==> src/rtl/pit_pkg.sv <==
`timescale 1ns/1ps
package pit_pkg;
  localparam int NCH   = 3;
  localparam int CNT_W = 16;
  localparam int BYTE_W = 8;
  localparam int DIGITS = CNT_W / 4;
  localparam logic [1:0] CMD_ADDR = 2'd3;

  typedef enum logic [1:0] {ACC_LATCH = 2'd0, ACC_LO = 2'd1, ACC_HI = 2'd2, ACC_LOHI = 2'd3} acc_t;

  localparam logic [2:0] M_TC = 3'd0, M_ONESHOT = 3'd1, M_RATE = 3'd2,
                         M_SQUARE = 3'd3, M_SWSTB = 3'd4, M_HWSTB = 3'd5;

  typedef struct packed {
    logic ctlWr;
    logic latch;
    logic dataWr;
    logic dataRd;
  } chanStrobe_t;

  function automatic logic [2:0] aliasMode(input logic [2:0] m);
    return (m[2] && m[1]) ? {1'b0, m[1:0]} : m;
  endfunction

  function automatic logic [CNT_W-1:0] decCount(input logic [CNT_W-1:0] v, input logic bcd);
    logic [CNT_W-1:0] r;
    logic borrow;
    r = v;
    borrow = 1'b1;
    if (!bcd) r = v - 1'b1;
    else begin
      for (int d = 0; d < DIGITS; d++) begin
        if (borrow) begin
          if (v[4*d +: 4] == 4'd0) r[4*d +: 4] = 4'd9;
          else begin
            r[4*d +: 4] = v[4*d +: 4] - 4'd1;
            borrow = 1'b0;
          end
        end
      end
    end
    return r;
  endfunction

  function automatic logic [CNT_W-1:0] halfCount(input logic [CNT_W-1:0] v, input logic bcd);
    logic [CNT_W-1:0] r;
    logic carry;
    r = '0;
    carry = 1'b0;
    if (!bcd) r = v >> 1;
    else begin
      for (int d = DIGITS - 1; d >= 0; d--) begin
        r[4*d +: 4] = {1'b0, v[4*d+1 +: 3]} + (carry ? 4'd5 : 4'd0);
        carry = v[4*d];
      end
    end
    return r;
  endfunction
endpackage

==> src/rtl/pitCtrl.sv <==
`timescale 1ns/1ps
module pitCtrl import pit_pkg::*; (
  input  logic        cs,
  input  logic        wr,
  input  logic        rd,
  input  logic [1:0]  addr,
  input  logic [3:0]  cmdHi,
  output chanStrobe_t [NCH-1:0] strb
);
  logic cmdHit;
  assign cmdHit = cs && wr && (addr == CMD_ADDR);

  for (genvar i = 0; i < NCH; i++) begin : g_route
    logic portHit, selHit;
    assign portHit = cs && (addr == 2'(i));
    assign selHit  = cmdHit && (cmdHi[3:2] == 2'(i));
    assign strb[i].dataWr = portHit && wr;
    assign strb[i].dataRd = portHit && rd;
    assign strb[i].ctlWr  = selHit && (cmdHi[1:0] != ACC_LATCH);
    assign strb[i].latch  = selHit && (cmdHi[1:0] == ACC_LATCH);
  end
endmodule

==> src/rtl/pitChannel.sv <==
`timescale 1ns/1ps
module pitChannel import pit_pkg::*; (
  input  logic              clk,
  input  logic              rstN,
  input  chanStrobe_t       strb,
  input  logic [BYTE_W-1:0] wbyte,
  input  logic              tick,
  input  logic              gate,
  output logic [BYTE_W-1:0] rbyte,
  output logic              out
);
  logic [2:0]        modeQ;
  acc_t              accQ;
  logic              bcdQ, ptrQ, latchedQ, runQ, pendQ, loadedQ, firedQ, trigQ, gatePrevQ, outQ;
  logic [BYTE_W-1:0] lowQ;
  logic [CNT_W-1:0]  crQ, ceQ, latchQ;

  logic [CNT_W-1:0] nxt, halfVal, readSrc;
  logic isTrig, isPer, sqHigh, wrDone, ceOne;

  assign ceOne   = (ceQ == CNT_W'(1));
  assign isTrig  = (modeQ == M_ONESHOT) || (modeQ == M_HWSTB);
  assign isPer   = (modeQ == M_RATE) || (modeQ == M_SQUARE);
  assign nxt     = ceOne ? crQ : decCount(ceQ, bcdQ);
  assign halfVal = (crQ == '0) ? (bcdQ ? CNT_W'(16'h5000) : CNT_W'(16'h8000)) : halfCount(crQ, bcdQ);
  assign sqHigh  = (nxt == '0) || (nxt > halfVal);
  assign wrDone  = strb.dataWr && ((accQ != ACC_LOHI) || ptrQ);
  assign readSrc = latchedQ ? latchQ : ceQ;
  assign out     = outQ;

  always_comb begin
    case (accQ)
      ACC_LO:  rbyte = readSrc[BYTE_W-1:0];
      ACC_HI:  rbyte = readSrc[CNT_W-1:BYTE_W];
      default: rbyte = ptrQ ? readSrc[CNT_W-1:BYTE_W] : readSrc[BYTE_W-1:0];
    endcase
  end

  always_ff @(posedge clk) begin
    if (!rstN) begin
      modeQ <= M_TC; accQ <= ACC_LOHI; bcdQ <= 1'b0; ptrQ <= 1'b0;
      latchedQ <= 1'b0; runQ <= 1'b0; pendQ <= 1'b0; loadedQ <= 1'b0;
      firedQ <= 1'b0; trigQ <= 1'b0; gatePrevQ <= 1'b0; outQ <= 1'b0;
      lowQ <= '0; crQ <= '0; ceQ <= '0; latchQ <= '0;
    end else begin
      gatePrevQ <= gate;
      if (strb.ctlWr) begin
        modeQ <= aliasMode(wbyte[3:1]);
        accQ <= acc_t'(wbyte[5:4]);
        bcdQ <= wbyte[0];
        ptrQ <= 1'b0; runQ <= 1'b0; pendQ <= 1'b0; loadedQ <= 1'b0;
        firedQ <= 1'b0; trigQ <= 1'b0; latchedQ <= 1'b0;
        outQ <= (wbyte[3:1] != M_TC);
      end else begin
        if (tick) begin
          trigQ <= 1'b0;
          if (pendQ) begin
            ceQ <= crQ; pendQ <= 1'b0; runQ <= 1'b0 | 1'b1; firedQ <= 1'b0;
            outQ <= (modeQ != M_TC);
          end else if (trigQ && ((isTrig && loadedQ) || (isPer && runQ))) begin
            ceQ <= crQ; runQ <= 1'b1; firedQ <= 1'b0;
            outQ <= (modeQ != M_ONESHOT);
          end else if (runQ) begin
            case (modeQ)
              M_TC, M_ONESHOT: if (gate || modeQ == M_ONESHOT) begin
                ceQ <= decCount(ceQ, bcdQ);
                if (ceOne) outQ <= 1'b1;
              end
              M_RATE, M_SQUARE: if (gate) begin
                ceQ <= nxt;
                outQ <= (modeQ == M_RATE) ? (nxt != CNT_W'(1)) : sqHigh;
              end else outQ <= 1'b1;
              default: if (gate || modeQ == M_HWSTB) begin
                ceQ <= decCount(ceQ, bcdQ);
                outQ <= !(ceOne && !firedQ);
                if (ceOne) firedQ <= 1'b1;
              end
            endcase
          end
        end
        if (strb.dataWr) begin
          case (accQ)
            ACC_LO: crQ <= {{(CNT_W-BYTE_W){1'b0}}, wbyte};
            ACC_HI: crQ <= {wbyte, {(CNT_W-BYTE_W){1'b0}}};
            default: begin
              if (!ptrQ) lowQ <= wbyte;
              else crQ <= {wbyte, lowQ};
              ptrQ <= !ptrQ;
            end
          endcase
          if (wrDone) begin
            loadedQ <= 1'b1;
            if (!isTrig) pendQ <= 1'b1;
          end
        end
        if (strb.dataRd) begin
          if (accQ == ACC_LOHI) ptrQ <= !ptrQ;
          if (latchedQ && ((accQ != ACC_LOHI) || ptrQ)) latchedQ <= 1'b0;
        end
        if (strb.latch && !latchedQ) begin
          latchQ <= ceQ;
          latchedQ <= 1'b1;
        end
      end
      if (gate && !gatePrevQ) trigQ <= 1'b1;
    end
  end

  // a command drives the output to the initial level of the requested mode
  assert_ctl_init_R2: assert property (@(posedge clk) disable iff (!rstN)
    strb.ctlWr |=> (outQ == ($past(wbyte[3:1]) != M_TC)));
  // the output moves only on a count tick or a command
  assert_out_tick_R4: assert property (@(posedge clk) disable iff (!rstN)
    (!tick && !strb.ctlWr) |=> $stable(outQ));
  // a held snapshot is not overwritten until it is read out
  assert_latch_hold_R5: assert property (@(posedge clk) disable iff (!rstN)
    (latchedQ && !strb.ctlWr && !strb.dataRd) |=> ($stable(latchQ) && latchedQ));
  // the rate generator low phase lasts one tick
  assert_rate_pulse_R9: assert property (@(posedge clk) disable iff (!rstN)
    (tick && modeQ == M_RATE && !outQ && !strb.ctlWr && crQ != CNT_W'(1)) |=> outQ);
  // once high after terminal count, mode 0 stays high until reload
  assert_tc_sticky_R7: assert property (@(posedge clk) disable iff (!rstN)
    (runQ && modeQ == M_TC && outQ && !pendQ && !strb.ctlWr && !wrDone) |=> outQ);
endmodule

==> src/rtl/triTimer.sv <==
`timescale 1ns/1ps
module triTimer import pit_pkg::*; (
  input  logic              clk,
  input  logic              rstN,
  input  logic              cs,
  input  logic              rd,
  input  logic              wr,
  input  logic [1:0]        addr,
  input  logic [BYTE_W-1:0] wdata,
  output logic [BYTE_W-1:0] rdata,
  input  logic              cntTick,
  input  logic [NCH-1:0]    gate,
  output logic [NCH-1:0]    timerOut
);
  chanStrobe_t [NCH-1:0] strb;
  logic [BYTE_W-1:0] chanByte [NCH];

  pitCtrl u_ctrl (
    .cs(cs), .wr(wr), .rd(rd), .addr(addr), .cmdHi(wdata[7:4]), .strb(strb)
  );

  for (genvar i = 0; i < NCH; i++) begin : g_chan
    pitChannel u_chan (
      .clk(clk), .rstN(rstN), .strb(strb[i]), .wbyte(wdata), .tick(cntTick),
      .gate(gate[i]), .rbyte(chanByte[i]), .out(timerOut[i])
    );
  end

  always_comb begin
    rdata = '0;
    if (cs && rd)
      for (int i = 0; i < NCH; i++)
        if (addr == 2'(i)) rdata = chanByte[i];
  end
endmodule

==> config.mk <==
export PLATFORM = sky130hd
export DESIGN_NAME = triTimer
export DESIGN_NICKNAME = d
export VERILOG_FILES = /design/src/rtl/pit_pkg.sv /design/src/rtl/pitCtrl.sv /design/src/rtl/pitChannel.sv /design/src/rtl/triTimer.sv
export SDC_FILE = /design/constraint.sdc
export NUM_CORES = 1
export LEC_CHECK = 0
export ABC_AREA = 1
export BUFFER_PORTS_ARGS = -buffer_cell sky130_fd_sc_hd__buf_4
export CORE_UTILIZATION = 50
export CTS_CLUSTER_DIAMETER = 30
export CTS_CLUSTER_SIZE = 40
export DETAILED_ROUTE_END_ITERATION = 10
export GPL_ROUTABILITY_DRIVEN = 0
export GPL_TIMING_DRIVEN = 0
export PLACE_DENSITY_LB_ADDON = 0.15
export SETUP_SLACK_MARGIN = 0.15
export SYNTH_ARGS = -nofsm -noshare
export SYNTH_HDL_FRONTEND = slang
export SYNTH_HIERARCHICAL = 1
export SYNTH_SLANG_ARGS = --single-unit
==> constraint.sdc <==
create_clock -name clk -period 8.8 [get_ports clk]
set_clock_uncertainty 0.15 [all_clocks]
set_input_delay 0.88 -clock clk [delete_from_list [all_inputs] [get_ports clk]]
set_output_delay 0.88 -clock clk [all_outputs]
set_load 0.05 [all_outputs]
==> results of run 1 <==
==> layout by cell type, fill, tap and decap left out, types with 36 or more instances in the layout <==
cell,netlist,layout
a211oi_1,54,54
clkbuf_16,0,57
clkbuf_1,76,83
o22ai_1,36,36
nand3_1,162,162
nor2_1,272,272
o211ai_1,42,42
nand2_1,504,504
o21ai_0,217,217
ha_1,90,90
dfxtp_1,213,213
a21oi_1,289,289
inv_1,334,334
==> state kept, by name (all words and copies together) (netlist names), 6 cells and up <==
signal and count:
g_chan.u_chan/crQ 48, g_chan.u_chan/modeQ 9, g_chan.u_chan/accQ 6, g_chan.u_chan/lowQ 24
g_chan.u_chan/latchQ 48, g_chan.u_chan/ceQ 48
==> report_power, final <==
part / switching, mW / internal (mW) / leakage (nW)
logic: 0.174 / 0.0747 / 5.63
clock network: 0.643 / 1.54 / 0.979
registers: 0.0100 / 0.980 / 1.72
total: 0.828 / 2.59 / 8.33
==> path summary, 6_finish.rpt <==
check	startpoint	endpoint	cells after the start
max reg2reg	g_chan[2].u_chan/bcdQ	g_chan[2].u_chan/out	22
min reg2reg	g_chan[1].u_chan/gatePrevQ	g_chan[1].u_chan/trigQ	1
max	g_chan[0].u_chan/accQ[0]	rdata[5]	11
min	g_chan[1].u_chan/gatePrevQ	g_chan[1].u_chan/trigQ	1
==> logic make-up after synthesis <==
kind of cell	share of synthesized area, %
adder cells (fa/ha/maj)	6.91
multiplexers	0.0614
flip-flops	26.2
AND/OR/NAND/NOR	29.0
AO/OA/AOI/OAI	26.1
XOR/XNOR	0.476
buffers and inverters	11.2
==> per-stage QoR <==
| stage | hold slack (ns) | util (%) |
|---|---|---|
| after floorplan | 0.249 | - |
| after global placement | 0.252 | 53.6 |
| after detailed placement | 0.268 | 53.6 |
| after CTS | 0.273 | 60.0 |
| after global routing | 0.287 | 60.0 |
| final | 0.266 | 60.0 |
==> routing by layer <==
metal	routed length, µm	track usage [%]	up-vias
li1	-	-	8883
met1	23800	43.1	8361
met2	25500	55.5	871
met3	4770	5.81	183
met4	2530	16.3	0
met5	0	0	-
==> area by class of cell <==
type | count | share of cell area (%)
multi-input combinational | 1900 | 53.5
sequential | 213 | 22.3
clock buffer | 72 | 8.19
inverter | 365 | 7.22
tap | 435 | 2.85
clock inverter | 29 | 2.43
buffer | 99 | 2.37
timing repair buffer | 29 | 1.14
==> run_results.csv, run 1 <==
group,metric,value,unit
yosys,ys_seq_area_share,26.2,%
finish,layout.nets,2773,
drt,drc,0,
pwr,finalPower,3.42,mW
finish,area_growth_syn_to_layout,17.1,%
placed_design,io_buffers,29,
sta,finalCriticalPeriod,4.43,ns
yosys,synthCells,2577,
clocking,numClockSinks,213,
yosys,synthDistinctLibCells,55,
worst_setup_path,r2r_slack,4.88,ns
drt,wl_per_cell,18.0,µm
finish,register_area,4260,µm²
floorplan,rows,65,
yosys,yosysTopAreaCellShare,26.2,%
yosys,synth-seq-cells,213,
global_routing,globalRouteTotalUtil,33.9,%
yosys,synthesis.area,16300,µm²
run,cap_viol_max_count,0,
clocking,cts_root_buf,"clkbuf_16",
sta,setup_viol,0,
drt,via_per_inst,5.82,
floorplan,die_w,183,µm
worst_setup_path,crit_buf_inv,4,
yosys,synth_top_area_cell,"dfxtp_1",
finish,drive_above_1_share,9.64,%
yosys,yosys-top-cells-count,"504 x nand2_1, 334 x inv_1, 289 x a21oi_1, 272 x nor2_1, 217 x o21ai_0",
floorplan,die-area,33300,µm²
worst_setup_path,crit_path_end_kind,"output port",
worst_setup_path,crit_family,"simple AND/OR/NAND/NOR gates",
pwr,irDropWorstVdd,0.167,mV
finish,multi_input_area,10200,µm²
run_status,outcome,"complete, no violations",
floorplan,core-area,31800,µm²
clocking,cts_tree,"done",
floorplan,die_y,183,µm
finish,final_area,19100,µm²
finish,fillers,3022,
clocking,htree_levels,2,
finish,antenna_cells,0,
worst_setup_path,critPathMaxFanout,10,
worst_setup_path,crit_slowest_cell,"nor2_1",
sta,rsz0062_at_grt,"no",
sta,fin_crit_sh,50.4,%
worst_setup_path,crit_path_max_incr_delay,0.64,ns
drt,wirelength,56.6,mm
drt,ant_nets,0,
clocking,cts_resized,0,
clocking,cts_made_buffers,56,
placed_design,placed_cell_area,17100,µm²
sta,maxSlewViolCount,0,
global_routing,antenna_found_initial,0,
clocking,clk_latency,0.59,ns
hold_path,hold_class,"flip-flop to flip-flop",
worst_setup_path,start_kind,"flip-flop",
yosys,yosys-top-cells-area,"dfxtp_1 26%, nand2_1 12%, a21oi_1 8.9%",
yosys,synth-edff-count,0,
yosys,synth_async_sr_flop_share,0,%
clocking,clock_path_buffers,3,
clocking,ctsHoldBuffers,0,
sta,hold_viol,0,
worst_setup_path,arrival,3.40,ns
placed_design,dp_slack,5.02,ns
drt,first_pass_iters,8,
sta,fmax,226,MHz
global_routing,grt_start_max_net_pins,17,
finish,instances_no_fill,3142,
worst_setup_path,crit_required,7.77,ns
floorplan,start_util,51.2,%
floorplan,io_pins,30,
placed_design,place_inst,3041,
clocking,post-cts-setup-buffer-count,0,
clocking,clk_pin_slew,0.04,ns
sta,max-slew-margin-rel,45.5,%
worst_setup_path,crit_chain,"inv_1 -> ha_1 -> clkbuf_1 -> nor2_1 -> nor2_1 -> o22ai_1 -> nand2_1 -> nand3_1 -> nand2_1 -> inv_1 -> buf_4",
yosys,ys.flop_type,"dfxtp_1",
pwr,p_per_area,179,nW/µm²
global_routing,grt_pass1_wl,89.7,mm
worst_setup_path,path_class,"flip-flop to output port",
sta,finalSetupTns,0,ns
global_routing,grt_pass1_vias,17200,
pwr,power.static_leakage,8.33,nW
sta,tightest_slew,0.812,ns
global_routing,grt_overflow_total,0,
drt,drt_iter0_markers,1836,
yosys,syn_nets,2686,
drt,vias,18300,
yosys,synth_warnings,6,
placed_design,dp_hpwl,43.1,mm
yosys,yosysMostFrequentCell,"nand2_1",
sta,worst_slack,4.37,ns
yosys,avgSynthCellArea,6.32,µm²
Power figures use the tool's default switching activity.
==> inputs of run 2 (changes only) <==
==> constraint.sdc (replaced) <==
create_clock -name clk -period 4.4 [get_ports clk]
set_clock_uncertainty 0.15 [all_clocks]
set_input_delay 0.44 -clock clk [delete_from_list [all_inputs] [get_ports clk]]
set_output_delay 0.44 -clock clk [all_outputs]
set_load 0.05 [all_outputs]
==> run 2 against run 1 <==
Net effect:
- core utilization rose by 0.10 points
- cell area rose by 0.17%
- sequential power rose by 100%
- first-iteration DRC count fell by 0.33%
- sequential cell count did not move
- global-route usage barely moved
- register-to-register slack got worse by 4.4 ns
==> run_results.csv, run 2 (synthesis gave the netlist of run 1 again) <==
group,metric,value,unit
sta,maxSlewViolCount,0,
pwr,irDropWorstVdd,0.333,mV
placed_design,place_inst,3041,
clocking,numClockSinks,213,
pwr,swShare,24.2,%
sta,finalSetupTns,0,ns
finish,final_util,60.1,%
placed_design,io_buffers,29,
sta,fmax,253,MHz
clocking,clk_pin_slew,0.05,ns
sta,finalCriticalPeriod,3.96,ns
drt,via_per_inst,5.84,
sta,fin_crit_sh,89.9,%
clocking,cts_tree,"done",
global_routing,grt_pass1_wl,89.8,mm
clocking,cts_root_buf,"clkbuf_16",
drt,drt_iter0_markers,1830,
floorplan,die_w,183,µm
pwr,power.static_leakage,8.34,nW
finish,layout_common_cells,"504 x nand2_1, 334 x inv_1, 289 x a21oi_1",
run_status,outcome,"complete, no violations",
global_routing,grt_overflow_total,0,
worst_setup_path,crit_required,3.81,ns
worst_setup_path,path_class,"flip-flop to output port",
hold_path,min_from,"wdata[0]",
worst_setup_path,r2r_start,"g_chan[2].u_chan/bcdQ",
worst_setup_path,crit_top_cell,"inv_1",
finish,drive_above_1_share,9.67,%
sta,max-slew-margin-rel,45.7,%
drt,drt-met1-wl,24.0,mm
worst_setup_path,crit_path_max_incr_delay,0.66,ns
worst_setup_path,arrival,3.37,ns
finish,area_growth_syn_to_layout,17.3,%
hold_path,worstHoldPathCells,3,
global_routing,antenna_found_initial,0,
clocking,htree_levels,2,
global_routing,globalRouteTotalUtil,33.9,%
finish,register_area,4260,µm²
floorplan,die-area,33300,µm²
finish,biggestRegsByFlops,"g_chan.u_chan/ceQ (48), g_chan.u_chan/crQ (48), g_chan.u_chan/latchQ (48)",
pwr,p_comb_share,7.3,%
finish,instances_no_fill,3145,
floorplan,io_pins,30,
floorplan,core-area,31800,µm²
drt,drc,0,
drt,wl_per_cell,18.1,µm
sta,tightest_slew,0.810,ns
run,cap_viol_max_count,0,
sta,rsz0062_at_grt,"no",
pwr,p_int,5.19,mW
placed_design,placed_cell_area,17100,µm²
finish,antenna_cells,0,
global_routing,grt_start_max_net_pins,17,
worst_setup_path,crit_family,"compound AO/OA/AOI/OAI gates",
finish,final_area,19100,µm²
finish,final_common_cell,"nand2_1",
worst_setup_path,crit_buf_inv,5,
sta,setup_viol,0,
worst_setup_path,crit_slowest_cell,"o21ai_1",
worst_setup_path,r2r_slack,0.51,ns
drt,met2_length,25.6,mm
floorplan,die_y,183,µm
worst_setup_path,worst_r2r_endpoint,"g_chan[2].u_chan/out",
worst_setup_path,critPathMaxFanout,10,
placed_design,dp_hpwl,43.1,mm
hold_path,hold_class,"input port to flip-flop",
sta,hold_viol,0,
worst_setup_path,start_kind,"flip-flop",
drt,wl_met3,4.79,mm
drt,top_layer,"met4",
drt,vias,18400,
floorplan,start_util,51.2,%
pwr,p_per_area,358,nW/µm²
pwr,pwr-share-clk,63.7,%
clocking,clock_path_buffers,3,
clocking,clk_latency,0.59,ns
floorplan,rows,65,
worst_setup_path,ff2ff_path_depth,22,
global_routing,grt_pass1_vias,17200,
finish,fillers,3021,
hold_path,hold_end,"g_chan[2].u_chan/bcdQ",
clocking,cts_made_buffers,56,
drt,wirelength,56.8,mm
pwr,p_seq_share,29.0,%
drt,ant_nets,0,
finish,layout.nets,2776,
worst_setup_path,crit_chain,"inv_1 -> ha_1 -> clkbuf_1 -> inv_1 -> o21ai_1 -> o22ai_1 -> nand2_1 -> nand3_1 -> nand2_1 -> inv_1 -> buf_4",
clocking,post-cts-setup-buffer-count,0,
worst_setup_path,crit_path_end_kind,"output port",
finish,multi_input_area,10200,µm²
sta,holdWs,0.103,ns
drt,first_pass_iters,6,
pwr,power_switching,1.65,mW
[run 2: per-stage QoR]
step	setup slack (ns)	power, mW
after global placement	0.659	2.48
after CTS	0.413	6.87
final	0.443	6.84
after floorplan	1.52	2.33
after detailed placement	0.658	2.49
after global routing	0.255	7.04
[run 2: how the worst max path moves through the flow]
stage | startpoint | endpoint | slack, ns | depth (start not counted)
global route | g_chan[2].u_chan/bcdQ | g_chan[2].u_chan/out | 0.26 | 24
floorplan | g_chan[1].u_chan/ceQ[0] | g_chan[1].u_chan/out | 1.52 | 25
global placement | g_chan[2].u_chan/bcdQ | g_chan[2].u_chan/out | 0.66 | 22
CTS | g_chan[0].u_chan/accQ[0] | rdata[5] | 0.41 | 11
detailed placement | g_chan[2].u_chan/bcdQ | g_chan[2].u_chan/out | 0.66 | 22
finish | g_chan[0].u_chan/accQ[0] | rdata[5] | 0.44 | 11
[run 2: area by class of cell]
cell class / count / share of cell area (%)
buffer: 99 / 2.36
clock buffer: 72 / 8.17
clock inverter: 29 / 2.43
inverter: 365 / 7.21
multi-input combinational: 1900 / 53.4
sequential: 213 / 22.3
tap: 435 / 2.85
timing repair buffer: 32 / 1.30
[run 2: timing repair]
item,CTS,global route
setup endpoints to repair,0,1
hold buffers,3,0
hold endpoints to repair,3,0
resized for setup,0,1
[run 2: power by group through the flow]
stage                     sequential [mW]  clock [mW]  combinational, mW
after floorplan                      2.01           0              0.321
after global placement               2.01           0              0.471
after detailed placement             2.01           0              0.480
after CTS                            1.98        4.40              0.485
after global routing                 1.98        4.51              0.552
final                                1.98        4.36              0.500
[run 2: per-layer routing]
layer | track usage [%] | vias up
met4 | 16.3 | 0
met3 | 5.83 | 175
met1 | 43.1 | 8412
li1 | - | 8895
met2 | 55.5 | 885
met5 | 0 | -
[run 2: worst register-to-register path, stage by stage, from the launching register on]
cell	delay [ns]
dfxtp_1	0.29
clkbuf_1	0.23
inv_1	0.33
clkbuf_1	0.58
buf_1	0.42
o211ai_1	0.17
ha_1	0.34
a21oi_1	0.07
o21ai_0	0.17
nand4_1	0.11
o211ai_1	0.11
nand2_1	0.07
o211ai_1	0.09
nand2_1	0.10
nand2_1	0.10
nand2_1	0.05
nand2_1	0.08
nand2_1	0.06
nand2_1	0.06
nand2_1	0.05
nand2_1	0.05
nand2_1	0.06
a21oi_2	0.10
